<file path="src/rtl/lpc_io_pkg.sv">
package lpc_io_pkg;
  localparam int NIB_W  = 4;
  localparam int ADDR_W = 16;
  localparam int DATA_W = 8;

  localparam logic [NIB_W-1:0] NIB_START = 4'h0;
  localparam logic [NIB_W-1:0] CT_IO_RD  = 4'h0;
  localparam logic [NIB_W-1:0] CT_IO_WR  = 4'h2;
  localparam logic [NIB_W-1:0] NIB_READY = 4'h0;
  localparam logic [NIB_W-1:0] NIB_TAR   = 4'hF;

  typedef enum logic [3:0] {
    ST_IDLE,
    ST_TYPE,
    ST_ADR1,
    ST_ADR2,
    ST_ADR3,
    ST_ADR4,
    ST_WD_LO,
    ST_WD_HI,
    ST_HTAR_DRV,
    ST_HTAR_Z,
    ST_SYNC,
    ST_RD_LO,
    ST_RD_HI,
    ST_TTAR_DRV,
    ST_TTAR_Z
  } bus_st_e;
endpackage

</file>
<file path="src/rtl/lpc_io_addr_match.sv">
module lpc_io_addr_match
  import lpc_io_pkg::*;
#(
  parameter int NUM_REGS = 4,
  parameter int IDX_W    = 2,
  parameter logic [NUM_REGS*ADDR_W-1:0] REG_ADDRS = '0
) (
  input  logic [ADDR_W-1:0] addr_i,
  output logic              hit_o,
  output logic [IDX_W-1:0]  idx_o
);
  logic [NUM_REGS-1:0] eq;

  for (genvar g = 0; g < NUM_REGS; g++) begin : g_cmp
    assign eq[g] = (addr_i == REG_ADDRS[g*ADDR_W +: ADDR_W]);
  end

  // lowest index has priority
  always_comb begin
    hit_o = |eq;
    idx_o = '0;
    for (int i = NUM_REGS - 1; i >= 0; i--) begin
      if (eq[i]) idx_o = IDX_W'(i);
    end
  end
endmodule

</file>
<file path="src/rtl/lpc_io_seq.sv">
module lpc_io_seq
  import lpc_io_pkg::*;
#(
  parameter int IDX_W = 2
) (
  input  logic              clk_i,
  input  logic              rst_ni,
  input  logic              lframe_ni,
  input  logic [NIB_W-1:0]  lad_i,
  input  logic              hit_i,
  input  logic [IDX_W-1:0]  idx_i,
  output logic [ADDR_W-1:0] addr_full_o,
  output bus_st_e           st_o,
  output logic [IDX_W-1:0]  idx_o,
  output logic [DATA_W-1:0] wdata_o,
  output logic              wr_strobe_o,
  output logic              rd_strobe_o
);
  bus_st_e st_q, st_d;
  logic [ADDR_W-NIB_W-1:0] addr_q;
  logic is_wr_q;
  logic [IDX_W-1:0] idx_q;
  logic [DATA_W-1:0] wdata_q;
  logic wr_stb_q, rd_stb_q;

  assign addr_full_o = {addr_q, lad_i};

  always_comb begin
    st_d = st_q;
    if (!lframe_ni) begin
      // start or abort: re-evaluate start condition
      st_d = (lad_i == NIB_START) ? ST_TYPE : ST_IDLE;
    end else begin
      unique case (st_q)
        ST_IDLE:     st_d = ST_IDLE;
        ST_TYPE:     st_d = (lad_i == CT_IO_RD || lad_i == CT_IO_WR) ? ST_ADR1 : ST_IDLE;
        ST_ADR1:     st_d = ST_ADR2;
        ST_ADR2:     st_d = ST_ADR3;
        ST_ADR3:     st_d = ST_ADR4;
        ST_ADR4:     st_d = !hit_i ? ST_IDLE : (is_wr_q ? ST_WD_LO : ST_HTAR_DRV);
        ST_WD_LO:    st_d = ST_WD_HI;
        ST_WD_HI:    st_d = ST_HTAR_DRV;
        ST_HTAR_DRV: st_d = ST_HTAR_Z;
        ST_HTAR_Z:   st_d = ST_SYNC;
        ST_SYNC:     st_d = is_wr_q ? ST_TTAR_DRV : ST_RD_LO;
        ST_RD_LO:    st_d = ST_RD_HI;
        ST_RD_HI:    st_d = ST_TTAR_DRV;
        ST_TTAR_DRV: st_d = ST_TTAR_Z;
        ST_TTAR_Z:   st_d = ST_IDLE;
        default:     st_d = ST_IDLE;
      endcase
    end
  end

  always_ff @(posedge clk_i or negedge rst_ni) begin
    if (!rst_ni) begin
      st_q     <= ST_IDLE;
      addr_q   <= '0;
      is_wr_q  <= 1'b0;
      idx_q    <= '0;
      wdata_q  <= '0;
      wr_stb_q <= 1'b0;
      rd_stb_q <= 1'b0;
    end else begin
      st_q <= st_d;
      if (st_q == ST_TYPE) is_wr_q <= (lad_i == CT_IO_WR);
      if (st_q == ST_ADR1 || st_q == ST_ADR2 || st_q == ST_ADR3)
        addr_q <= {addr_q[ADDR_W-2*NIB_W-1:0], lad_i};
      if (st_q == ST_ADR4 && hit_i) idx_q <= idx_i;
      if (st_q == ST_WD_LO) wdata_q[NIB_W-1:0] <= lad_i;
      if (st_q == ST_WD_HI) wdata_q[DATA_W-1:NIB_W] <= lad_i;
      // commit only after the released target turnaround completes
      wr_stb_q <= (st_q == ST_TTAR_Z) && lframe_ni && is_wr_q;
      rd_stb_q <= (st_q == ST_TTAR_Z) && lframe_ni && !is_wr_q;
    end
  end

  assign st_o        = st_q;
  assign idx_o       = idx_q;
  assign wdata_o     = wdata_q;
  assign wr_strobe_o = wr_stb_q;
  assign rd_strobe_o = rd_stb_q;
endmodule

</file>
<file path="src/rtl/lpc_io_lad_drv.sv">
module lpc_io_lad_drv
  import lpc_io_pkg::*;
(
  input  logic              clk_i,
  input  logic              rst_ni,
  input  bus_st_e           st_i,
  input  logic [DATA_W-1:0] rd_data_i,
  output logic [NIB_W-1:0]  lad_o,
  output logic              lad_oe_o
);
  logic [DATA_W-1:0] rdata_q;

  always_ff @(posedge clk_i or negedge rst_ni) begin
    if (!rst_ni)                rdata_q <= '0;
    else if (st_i == ST_HTAR_Z) rdata_q <= rd_data_i;
  end

  always_comb begin
    lad_oe_o = 1'b1;
    lad_o    = NIB_TAR;
    unique case (st_i)
      ST_SYNC:     lad_o = NIB_READY;
      ST_RD_LO:    lad_o = rdata_q[NIB_W-1:0];
      ST_RD_HI:    lad_o = rdata_q[DATA_W-1:NIB_W];
      ST_TTAR_DRV: lad_o = NIB_TAR;
      default: begin
        lad_oe_o = 1'b0;
        lad_o    = '0;
      end
    endcase
  end
endmodule

</file>
<file path="src/rtl/lpc_io_target.sv">
module lpc_io_target
  import lpc_io_pkg::*;
#(
  parameter int NUM_REGS = 4,
  parameter logic [NUM_REGS*16-1:0] REG_ADDRS = {16'hC001, 16'h3F08, 16'h0A24, 16'h0A20},
  localparam int IDX_W = (NUM_REGS > 1) ? $clog2(NUM_REGS) : 1
) (
  input  logic             clk_i,
  input  logic             rst_ni,
  input  logic             lframe_ni,
  input  logic [3:0]       lad_i,
  output logic [3:0]       lad_o,
  output logic             lad_oe_o,
  output logic             busy_o,
  output logic [IDX_W-1:0] reg_idx_o,
  input  logic [7:0]       rd_data_i,
  output logic             wr_strobe_o,
  output logic [7:0]       wr_data_o,
  output logic             rd_strobe_o
);
  logic [ADDR_W-1:0] addr_full;
  logic              hit;
  logic [IDX_W-1:0]  idx_cmp;
  bus_st_e           st;

  lpc_io_addr_match #(
    .NUM_REGS (NUM_REGS),
    .IDX_W    (IDX_W),
    .REG_ADDRS(REG_ADDRS)
  ) u_match (
    .addr_i(addr_full),
    .hit_o (hit),
    .idx_o (idx_cmp)
  );

  lpc_io_seq #(
    .IDX_W(IDX_W)
  ) u_seq (
    .clk_i      (clk_i),
    .rst_ni     (rst_ni),
    .lframe_ni  (lframe_ni),
    .lad_i      (lad_i),
    .hit_i      (hit),
    .idx_i      (idx_cmp),
    .addr_full_o(addr_full),
    .st_o       (st),
    .idx_o      (reg_idx_o),
    .wdata_o    (wr_data_o),
    .wr_strobe_o(wr_strobe_o),
    .rd_strobe_o(rd_strobe_o)
  );

  lpc_io_lad_drv u_drv (
    .clk_i    (clk_i),
    .rst_ni   (rst_ni),
    .st_i     (st),
    .rd_data_i(rd_data_i),
    .lad_o    (lad_o),
    .lad_oe_o (lad_oe_o)
  );

  always_comb begin
    unique case (st)
      ST_WD_LO, ST_WD_HI, ST_HTAR_DRV, ST_HTAR_Z, ST_SYNC,
      ST_RD_LO, ST_RD_HI, ST_TTAR_DRV, ST_TTAR_Z: busy_o = 1'b1;
      default: busy_o = 1'b0;
    endcase
  end
endmodule

</file>
<file path="config.mk">
export PLATFORM = sky130hd
export DESIGN_NAME = lpc_io_target
export DESIGN_NICKNAME = d
export VERILOG_FILES = /design/src/rtl/lpc_io_pkg.sv /design/src/rtl/lpc_io_addr_match.sv /design/src/rtl/lpc_io_seq.sv /design/src/rtl/lpc_io_lad_drv.sv /design/src/rtl/lpc_io_target.sv
export SDC_FILE = /design/constraint.sdc
export NUM_CORES = 1
export LEC_CHECK = 0
export ABC_CLOCK_PERIOD_IN_PS = 2700
export BUFFER_PORTS_ARGS = -buffer_cell sky130_fd_sc_hd__clkbuf_2
export CORE_ASPECT_RATIO = 0.5
export CORE_MARGIN = 1.5
export CORE_UTILIZATION = 55
export CTS_BUF_LIST = sky130_fd_sc_hd__clkbuf_16
export CTS_CLUSTER_SIZE = 14
export DETAILED_ROUTE_END_ITERATION = 7
export MAX_ROUTING_LAYER = met4
export PLACE_DENSITY_LB_ADDON = 0.12
export SKIP_LAST_GASP = 1
export SLEW_MARGIN = 30
export SYNTH_ARGS = -nofsm -noshare
export SYNTH_HDL_FRONTEND = slang
export SYNTH_SLANG_ARGS = --single-unit
</file>
<file path="constraint.sdc">
create_clock -name clk_i -period 2.7 [get_ports clk_i]
set_clock_uncertainty 0.2 [all_clocks]
set_input_delay 0.135 -clock clk_i [delete_from_list [all_inputs] [get_ports clk_i]]
set_output_delay 0.135 -clock clk_i [all_outputs]
set_load 0.05 [all_outputs]
</file>
==> impl_results.md <==
* Syn Std Cell Area at 1840 sq um
* WL final at 3620 microns
* I/O pins at 33
* Part of the power in combinational logic at 0.047
* Nets@finish at 219
* Max stage delay on crit path at 0.50 ns
* CP arrival at around 1.9 ns
* Power Density at between 500 and 600 nW/um^2
* Remaining Overflow, GRT at 0
* CP Launch Type: flip-flop
* Sequential Power Share at 0.447
* Die Y at between 40 and 50 microns
* Multi-input logic area at 856 sq um
* Avg Cell Area, Syn at 11.3 sq um
* Fmax at 0.443 GHz
* Inst Count DP at between 200 and 250
* Starting density of the core at 0.595
* Row cnt at 14
* Num CTS Buffers at 5
* Clock share of power at 0.506
* Worst Setup End Kind: output port
* Final design utilization at 0.733
* Final Max Slew Viols at 0
* Setup TNS at 0 ns
* Fillers at 230
* Layout cells sized above 1 at 0.361
* TritonCTS clock tree: built
* Via count at 1390
* Failing checks: design-rule violations
* Total GRT Usage at 0.226
* Post_cts resized at 0
* Net Sw Frac at 0.196
* Post-Layout Cell Count at 245
* Synth Warn # at 0
* ANT nets after route at 0
* Antenna violations before repair at 0
* Period minus WS final at 2.26 ns
* Synth Register Bits at 37
* Critical Path Fanout Max at 13
* Crit path kind: flip-flop to output port
* Final GP Congestion at 0.799
* Slew at the pin with the worst max-slew slack at 0.810 ns
* Post-detail-place hpwl at 2530 microns
* Total core area at 3100 sq um
* Crit-path slowest cell: dfrtp_1
* Net Sw Power at 0.246 mW
* Seq/Total Area, Yosys at 0.502
* Die Footprint at 3730 sq um
* Worst slew margin at 0.460
* Status: finished with violations
* Crit path cell chain: nor2b_1 > a21oi_1 > nor2_1 > a21oi_1 > nor2b_1 > clkbuf_2
* Worst-path clk slew at approximately 0.050 ns
* Leak at ~1.1 nW
* Routed len/inst at approximately 15 microns
* Final Hold Vio Count at 0
* Area grow syn2layout at 23.3%
* Worst min path class: primary input to flip-flop
* Later-pin clock latency in the skew report at 0.28 ns
* Largest net degree at the start of global routing at 38
* # clock sinks at 37
* Final Cycle Share at 0.837
* Peak VDD IR at roughly 320 uV
* Root Driver: clkbuf_16
* Port bufs at 32
* Die X at 84.9 microns
* Vias in the first global route at 1309
* Post-synth net total at between 150 and 200
* Flip-flop and latch area at just over 900 sq um
* Mapped Cells at 163
* Crit-path leading delay family: simple AND/OR/NAND/NOR gates
* First-pass GRT wire length at 6010 microns
* Synth unique cells at 41
* Violation count after the first detailed-route iteration at 148
* ANT cells at 0
* Pint at between 1 and 1.5 mW
* First drt pass iteration count at 6
* Maximum level of the CTS H-tree at 2
* RSZ-0062 raised after global routing: false
* Number of max-cap violations at 0
* Vias per std cell at 5.67
* Critical Path RT at between 2 and 2.5 ns
* CTS max path bufs at 2
* Post-CTS setup buffer count at 0
* Setup violators final at 0
* CP bufs+invs at 1
* Drc violations at 3
-- repair_timing --
item,4_1_cts,5_1_grt
endpoints found under the setup margin,0,0
hold buffers,10,0
endpoints found under the hold margin,48,0
-- metal layers --
| layer | track usage | part of all wire | up-vias |
|---|---|---|---|
| li1 | - | - | 674 |
| met1 | 0.274 | 0.48 | 676 |
| met2 | 0.350 | 0.46 | 31 |
| met3 | 0.0762 | 0.040 | 9 |
| met4 | 0.0984 | 0.019 | 0 |
| met5 | - | 0 | - |
-- worst reg2reg max path: stages (launching register included) --
cell	delay, ns
dfrtp_1	0.72
nor3b_2	0.64
mux2_2	0.40
-- cell families after synthesis --
family                 synth area share
and+or+nand+nor                   0.204
DFF                               0.502
muxes                             0.170
AOI/OAI and AO/OA                0.0902
buffers and inverters            0.0339
-- power by group through the flow --
stage	registers [mW]	logic [mW]	clock network [mW]
2_1_floorplan	0.579	0.0101	0
3_3_place_gp	0.572	0.0473	0
3_5_place_dp	0.572	0.0485	0
4_1_cts	0.562	0.0599	0.648
5_1_grt	0.562	0.0650	0.670
6_report	0.562	0.0588	0.636
-- worst paths after layout --
check                                  from                 to  slack [ns]  depth (start not counted)
hold reg to reg            u_seq.wdata_o[4]   u_seq.wdata_o[4]        0.30                          1
max in group asynchronous            rst_ni  u_seq.wr_strobe_o        1.49                          2
min in group asynchronous            rst_ni   u_drv.rdata_q[2]        0.29                          2
hold / removal                     lad_i[0]   u_seq.wdata_o[4]       0.005                          2
setup reg to reg              u_seq.st_o[3]   u_drv.rdata_q[5]        0.63                          2
setup / recovery              u_seq.st_o[2]           lad_o[2]        0.44                          6
-- flip-flops by register name, summed over array words and instances, names as in the netlist --
register / flops
u_seq.rd_strobe_o: 1
u_seq.is_wr_q: 1
u_seq.wr_strobe_o: 1
u_seq.idx_o: 2
u_seq.st_o: 4
u_drv.rdata_q: 8
u_seq.wdata_o: 8
u_seq.addr_q: 12
-- synthesized netlist by cell type, drive strengths merged --
cell / instances / area (sq um)
o21ai: 3 / 15.0
o211ai: 3 / 22.5
nand2b: 2 / 20.0
mux2: 27 / 304
nor3: 2 / 10.0
nor4bb: 1 / 10.0
nor4b: 2 / 32.5
nor2b: 6 / 37.5
and4bb: 1 / 12.5
nand3: 4 / 20.0
mux2i: 1 / 10.0
buf: 5 / 36.3
a21oi: 12 / 60.1
or4: 1 / 7.51
inv: 3 / 11.3
and4: 1 / 8.76
or3: 4 / 25.0
o31ai: 1 / 7.51
a211oi: 1 / 12.5
clkbuf: 4 / 15.0
nand4: 2 / 12.5
dfrtp: 37 / 926
nor3b: 4 / 40.0
o22a: 1 / 8.76
nor2: 12 / 45.0
or2: 2 / 12.5
and2b: 1 / 7.51
a22oi: 1 / 7.51
a31oi: 1 / 6.26
a22o: 1 / 8.76
o211a: 1 / 10.0
nand2: 10 / 37.5
nor4: 4 / 25.0
or3b: 1 / 11.3
o21a: 1 / 7.51
-- placed cells by master, fill, tap and decap left out, types with 2 or more instances in the layout --
cell,netlist,routed
nor3b_1,2,2
inv_1,3,4
clkbuf_2,0,31
nand3_1,4,4
or3_1,4,4
dlygate4sd3_1,0,10
nor4_1,4,4
or2_2,2,2
nor3_1,2,2
nand4_1,2,2
nor3b_2,2,2
o211ai_1,3,3
nor2_1,12,12
o21ai_0,3,3
nor2b_1,6,6
a21oi_1,12,12
clkbuf_16,0,5
nand2_1,10,10
dfrtp_1,37,37
mux2_2,26,26
-- cell type report --
cell class / instances / area share
multi-input combinational: 114 / 0.376
clock inverter: 3 / 0.0165
timing repair buffer: 43 / 0.118
inverter: 3 / 0.00495
sequential: 37 / 0.407
tap: 40 / 0.0220
clock buffer: 5 / 0.0550
-- per-stage QoR --
step / instance area (sq um) / hold slack, ns / setup WS (ns) / power (mW)
after floorplan: 1840 / -0.361 / 0.489 / 0.589
after global placement: 2010 / 0.0939 / 0.697 / 0.619
after detailed placement: 2010 / 0.110 / 0.663 / 0.620
after CTS: 2270 / 0.00310 / 0.459 / 1.27
after global routing: 2270 / 0.0128 / 0.264 / 1.30
final: 2270 / 0.00533 / 0.441 / 1.26
Power figures use the tool's default switching activity.
